**src/rtl/rtc_pir_pkg.sv**
```systemverilog
package rtc_pir_pkg;
  localparam int RATE_W  = 4;
  localparam int CHAIN_W = 3;
  localparam int SHIFT_W = 5;

  typedef struct packed {
    logic               run;
    logic [SHIFT_W-1:0] skip;
  } chain_cfg_t;

  // number of low divider bits that make up one full period
  function automatic logic [SHIFT_W-1:0] rate_tap(input logic [RATE_W-1:0] r);
    logic [SHIFT_W-1:0] t;
    case (r)
      4'd0:    t = '0;
      4'd1:    t = 5'd7;
      4'd2:    t = 5'd8;
      default: t = SHIFT_W'(r) - 5'd1;
    endcase
    return t;
  endfunction

  function automatic chain_cfg_t chain_decode(input logic [CHAIN_W-1:0] c);
    chain_cfg_t cfg;
    case (c)
      3'b010:  cfg = '{run: 1'b1, skip: 5'd0};
      3'b011:  cfg = '{run: 1'b1, skip: 5'd5};
      3'b100:  cfg = '{run: 1'b1, skip: 5'd10};
      3'b101:  cfg = '{run: 1'b1, skip: 5'd15};
      default: cfg = '{run: 1'b0, skip: 5'd0};
    endcase
    return cfg;
  endfunction
endpackage

```
**src/rtl/rtc_pir_decode.sv**
```systemverilog
module rtc_pir_decode
  import rtc_pir_pkg::*;
(
  input  logic [RATE_W-1:0]  rate_sel,
  input  logic [CHAIN_W-1:0] chain_sel,
  output logic               active,
  output logic [SHIFT_W-1:0] per_bits,
  output logic [SHIFT_W-1:0] half_bits,
  output logic               run,
  output logic [SHIFT_W-1:0] skip
);
  chain_cfg_t cfg;

  always_comb begin
    cfg       = chain_decode(chain_sel);
    run       = cfg.run;
    skip      = cfg.skip;
    active    = (rate_sel != '0);
    per_bits  = rate_tap(rate_sel);
    half_bits = active ? (per_bits - 5'd1) : '0;
  end
endmodule

```
**src/rtl/rtc_pir_divider.sv**
```systemverilog
module rtc_pir_divider
  import rtc_pir_pkg::*;
#(
  parameter int DIV_W = 15
) (
  input  logic               clk,
  input  logic               rst_n,
  input  logic               tick,
  input  logic               run,
  input  logic               active,
  input  logic [SHIFT_W-1:0] skip,
  input  logic [SHIFT_W-1:0] per_bits,
  input  logic [SHIFT_W-1:0] half_bits,
  output logic               period_hit,
  output logic               half_hit
);
  localparam logic [DIV_W-1:0] ONE = DIV_W'(1);

  function automatic logic [DIV_W-1:0] low_mask(input logic [SHIFT_W-1:0] n);
    return (ONE << n) - ONE;
  endfunction

  logic [DIV_W-1:0] cnt_q;
  logic [DIV_W-1:0] cnt_nxt;
  logic             step;

  // skipped stages behave as if their carry is always ready
  assign cnt_nxt    = (cnt_q | low_mask(skip)) + ONE;
  assign step       = tick & run;
  assign period_hit = step & active & ((cnt_nxt & low_mask(per_bits)) == '0);
  assign half_hit   = step & active & ((cnt_nxt & low_mask(half_bits)) == '0);

  always_ff @(posedge clk or negedge rst_n) begin
    if (!rst_n)       cnt_q <= '0;
    else if (!run)    cnt_q <= '0;
    else if (step)    cnt_q <= cnt_nxt;
  end

  a_r2_full_implies_half: assert property (@(posedge clk) disable iff (!rst_n)
    period_hit |-> half_hit);

  a_r4_skip15_every_tick: assert property (@(posedge clk) disable iff (!rst_n)
    (run && skip == 5'd15 && active && tick) |-> period_hit);
endmodule

```
**src/rtl/rtc_pir_outputs.sv**
```systemverilog
module rtc_pir_outputs (
  input  logic clk,
  input  logic rst_n,
  input  logic period_hit,
  input  logic half_hit,
  input  logic sq_gate,
  input  logic flag_clr,
  input  logic pie_en,
  output logic per_pulse,
  output logic per_flag,
  output logic sqw_out,
  output logic irq
);
  logic pulse_q, flag_q, sq_q;

  always_ff @(posedge clk or negedge rst_n) begin
    if (!rst_n) begin
      pulse_q <= 1'b0;
      flag_q  <= 1'b0;
      sq_q    <= 1'b0;
    end else begin
      pulse_q <= period_hit;
      if (period_hit)    flag_q <= 1'b1;
      else if (flag_clr) flag_q <= 1'b0;
      if (!sq_gate)      sq_q <= 1'b0;
      else if (half_hit) sq_q <= ~sq_q;
    end
  end

  assign per_pulse = pulse_q;
  assign per_flag  = flag_q;
  assign sqw_out   = sq_q & sq_gate;
  assign irq       = flag_q & pie_en;

  a_r7_pulse_sets_flag: assert property (@(posedge clk) disable iff (!rst_n)
    per_pulse |-> per_flag);

  a_r7_clear_drops_flag: assert property (@(posedge clk) disable iff (!rst_n)
    (flag_clr && !period_hit) |=> !per_flag);

  a_r2_single_pulse: assert property (@(posedge clk) disable iff (!rst_n)
    per_pulse |=> !per_pulse);

  a_r6_steady_between_halves: assert property (@(posedge clk) disable iff (!rst_n)
    (sq_gate && $past(sq_gate) && !$past(half_hit)) |-> $stable(sqw_out));
endmodule

```
**src/rtl/rtc_periodic_gen.sv**
```systemverilog
module rtc_periodic_gen
  import rtc_pir_pkg::*;
#(
  parameter int DIV_W = 15
) (
  input  logic               clk,
  input  logic               rst_n,
  input  logic               tick_32k,
  input  logic [RATE_W-1:0]  rate_sel,
  input  logic [CHAIN_W-1:0] chain_sel,
  input  logic               sqw_en,
  input  logic               pie_en,
  input  logic               flag_clr,
  output logic               per_pulse,
  output logic               per_flag,
  output logic               sqw_out,
  output logic               irq
);
  logic               active, run;
  logic [SHIFT_W-1:0] per_bits, half_bits, skip;
  logic               period_hit, half_hit;
  logic               sq_gate;

  assign sq_gate = sqw_en & active;

  rtc_pir_decode u_decode (
    .rate_sel  (rate_sel),
    .chain_sel (chain_sel),
    .active    (active),
    .per_bits  (per_bits),
    .half_bits (half_bits),
    .run       (run),
    .skip      (skip)
  );

  rtc_pir_divider #(.DIV_W(DIV_W)) u_divider (
    .clk        (clk),
    .rst_n      (rst_n),
    .tick       (tick_32k),
    .run        (run),
    .active     (active),
    .skip       (skip),
    .per_bits   (per_bits),
    .half_bits  (half_bits),
    .period_hit (period_hit),
    .half_hit   (half_hit)
  );

  rtc_pir_outputs u_outputs (
    .clk        (clk),
    .rst_n      (rst_n),
    .period_hit (period_hit),
    .half_hit   (half_hit),
    .sq_gate    (sq_gate),
    .flag_clr   (flag_clr),
    .pie_en     (pie_en),
    .per_pulse  (per_pulse),
    .per_flag   (per_flag),
    .sqw_out    (sqw_out),
    .irq        (irq)
  );

  a_r1_off_silent: assert property (@(posedge clk) disable iff (!rst_n)
    (rate_sel == '0) |=> !per_pulse);

  a_r4_hold_silent: assert property (@(posedge clk) disable iff (!rst_n)
    (chain_sel == 3'b110 || chain_sel == 3'b111) |=> !per_pulse);
endmodule

```
**config.mk**
```make
export PLATFORM = sky130hd
export DESIGN_NAME = rtc_periodic_gen
export DESIGN_NICKNAME = d
export VERILOG_FILES = /design/src/rtl/rtc_pir_pkg.sv /design/src/rtl/rtc_pir_decode.sv /design/src/rtl/rtc_pir_divider.sv /design/src/rtl/rtc_pir_outputs.sv /design/src/rtl/rtc_periodic_gen.sv
export SDC_FILE = /design/constraint.sdc
export NUM_CORES = 1
export LEC_CHECK = 0
export ABC_AREA = 0
export BUFFER_PORTS_ARGS = -buffer_cell sky130_fd_sc_hd__buf_2
export CAP_MARGIN = 30
export CORE_MARGIN = 1.5
export CORE_UTILIZATION = 30
export DETAILED_ROUTE_END_ITERATION = 10
export GPL_TIMING_DRIVEN = 0
export PLACE_DENSITY = 0.48
export SLEW_MARGIN = 25
export SYNTH_ARGS = -nofsm -noshare
export SYNTH_HDL_FRONTEND = slang
export SYNTH_SLANG_ARGS = --single-unit
```
**constraint.sdc**
```tcl
create_clock -name clk -period 5.2 [get_ports clk]
set_clock_uncertainty 0.15 [all_clocks]
set_input_delay 1.04 -clock clk [delete_from_list [all_inputs] [get_ports clk]]
set_output_delay 1.04 -clock clk [all_outputs]
set_load 0.05 [all_outputs]
```
==> reports/metrics.yaml <==
critical_path:
  cp_top_family: "simple AND/OR/NAND/NOR gates"
  cp-end-kind: "flip-flop"
  path_buf_inv: 3
  path_depth: 19
  start_kind: "input port"
  worstPathCellList: "buf_2 -> inv_1 -> ha_2 -> nor3_4 -> nor2_1 -> o21a_1 -> ha_1 -> ha_4 -> or2b_2 -> nand3b_1 -> a21o_1 -> ha_1 -> inv_1 -> a21oi_1 -> o221ai_1 -> a211o_1 -> or3_1 -> nor4_2 -> mux2_1"
  r2r_slack_ns: 1.59
  crit_arrival_ns: 4.99
  critPathKind: "in -> reg"
  slowest_stage: "or3_1"
  cpPeakStageDelay_ns: 0.34
  worstPathMaxFanout: 10
  worst_ep_required_time_ns: 5.19
  rr_worst_depth: 15
floorplanning:
  dieArea_mm2: 0.00989
  core_mm2: 0.00911
  die_y_um: 99.4
  io_pins: 17
  rows: 35
  die_w_um: 99.4
  start_util: 0.306
cts:
  cts_made_buffers: 3
  ctsHoldBuffers: 0
  cts_buffer_depth: 2
  cts_tree: "built"
  clk_latency_ns: 0.25
  clkSinkCount: 18
  clk_pin_slew_ns: 0.07
  cts-htree-levels: 1
  cts-root-buf: "clkbuf_8"
synthesis:
  yosysWarnings: 0
  synth_edf_count: 0
  synth_area_mm2: 0.00279
  async_flop_share: 1.00
  yosysUniqueCellTypes: 71
  synth_top_cell_by_area: "dfrtp_1"
  synth-seq-area-share: 0.161
  syn_nets: 422
  synth_top_cells_by_count: "nand2_1 (46), nor2_1 (46), a21oi_1 (34), o21ai_0 (25), clkbuf_1 (19)"
  yosys-top-cells-area: "dfrtp_1 (16%), nand2_1 (6.2%), nor2_1 (6.2%), a21oi_1 (6.1%), ha_1 (5.8%)"
  ys.flop_type: "dfrtp_1"
  ys_ff_latch: 18
  syn_inst: 396
  synth_top_area_share: 0.161
  syn-mean-instance-area_um2: 7.05
layout:
  regArea_um2: 450
  area_growth_pct: 11.4
  post-route-cell-area_mm2: 0.00311
  nets: 444
  nFillCells: 990
  multi_input_area_mm2: 0.00217
  insertedDiodeCount: 0
  drive_gt1_frac: 0.134
sta:
  finalHoldViolCount: 0
  period_minus_slack_ns: 5.00
  fin_crit_sh: 0.962
  report.final.slew_viol_count: 0
  setup_slack_ns: 0.196
  slew_headroom: 0.404
  max_freq_ghz: 0.200
  tightest_slew_ns: 0.891
  finalSetupViolations: 0
power_and_ir_drop:
  peakVddDrop_v: 0.0000983
  p_per_area_mw_per_mm2: 193
  power_leakage_nw: 1.23
grt:
  overflow: 0
  globalRouteTotalUtil: 0.173
  grt_pass1_vias: 2670
  grt_max_degree: 19
  antenna_found_initial: 0
  grt_pass1_wl_um: 13900
detailed_routing:
  detail_route.first_pass.iterations: 5
  ant_nets: 0
  viasPerCell: 5.91
  routedWlPerCell_um: 16.3
  remaining_drc_errors: 0
  vias: 3121
  wl_um: 8600
  drtIter0Drc: 206
hold_path:
  hold_class: "reg -> reg"
  whs_path_depth: 2
placed_design:
  place_area_mm2: 0.00300
  port_buffers: 15
  dp_slack_ns: -0.551
  dp_hpwl_um: 6530
  routabilityCongestion: 0.878
run_status:
  outcome: "finished clean"
job:
  max-cap-violations: 0
[registers in the layout (all words and copies together) (netlist names)]
name / flops
u_divider.cnt_q: 15
u_outputs.per_flag: 1
u_outputs.per_pulse: 1
u_outputs.sq_q: 1
[through the flow]
| stage | std cells | TNS (ns) | hold WS, ns | power, mW | util |
|---|---|---|---|---|---|
| after floorplan | 396 | 0 | 0.359 | 0.394 | - |
| after global placement | 522 | -0.503 | 0.385 | 0.475 | 0.330 |
| after detailed placement | 522 | -0.627 | 0.395 | 0.475 | 0.330 |
| after CTS | 527 | 0 | 0.406 | 0.594 | 0.338 |
| after global routing | 528 | -0.00731 | 0.433 | 0.649 | 0.341 |
| final | 528 | 0 | 0.394 | 0.600 | 0.341 |
[final cells by class]
| cell class | count | area share |
|---|---|---|
| inverters | 12 | 0.0145 |
| clock buffers | 4 | 0.0177 |
| multi-input cells | 338 | 0.700 |
| plain buffers | 28 | 0.0495 |
| flip-flops and latches | 18 | 0.145 |
| repair buffers | 17 | 0.0290 |
| well taps | 111 | 0.0447 |
[metal layers]
layer	wire length, um	global-route usage	vias to the layer above
li1	-	-	1514
met5	0	0	-
met1	4220	0.264	1504
met4	30	0.00975	0
met3	451	0.0232	4
met2	3900	0.270	99
[final timing paths]
kind | end | from
min in group asynchronous | u_divider.cnt_q[6]$_DFFE_PN0P_ | rst_n
max | u_outputs.sq_q$_DFFE_PN0P_ | rate_sel[1]
min | u_outputs.per_flag$_DFFE_PN0P_ | u_outputs.per_flag$_DFFE_PN0P_
max in group asynchronous | u_divider.cnt_q[13]$_DFFE_PN0P_ | rst_n
min reg2reg | u_outputs.per_flag$_DFFE_PN0P_ | u_outputs.per_flag$_DFFE_PN0P_
max reg2reg | u_outputs.sq_q$_DFFE_PN0P_ | u_divider.cnt_q[0]$_DFFE_PN0P_
[cell families after synthesis]
kind of cell               share of synthesized area
buffers and inverters                         0.0704
DFF                                            0.161
adders and majority gates                     0.0583
and+or+nand+nor                                0.313
muxes                                         0.0435
AOI/OAI and AO/OA                              0.325
xor gates and xnor gates                      0.0283
[worst register-to-register path, delay by kind of cell (launching register included)]
family | cells | cell delay [ns]
adder cells (fa/ha/maj) | 1 | 0.13
multiplexers | 1 | 0.34
AO/OA/AOI/OAI | 6 | 1.17
flip-flops | 1 | 0.43
AND/OR/NAND/NOR | 3 | 0.54
buffers and inverters | 4 | 0.75
[power by group]
part / switching [mW] / internal (mW) / leakage [nW]
Sequential: 0.00677 / 0.147 / 0.245
Combinational: 0.207 / 0.124 / 0.957
Clock: 0.0481 / 0.0672 / 0.0288
Total: 0.262 / 0.338 / 1.23
[timing repair]
| item | 4_1_cts | 5_1_grt |
|---|---|---|
| buffers inserted | 1 | 1 |
| resized for setup | 2 | 9 |
| endpoints found under the setup margin | 1 | 1 |
| pin swaps | 1 | 2 |
[cells in the final DEF, fill, tap and decap left out, types with 11 or more instances in the layout]
cell,count
buf_2,15
nand2_1,46
o21ai_0,24
mux2i_1,11
a21oi_1,34
inv_1,11
clkbuf_1,17
nor2_1,46
dfrtp_1,18
a31oi_1,11
No activity file was read; power rests on OpenSTA's default activity.
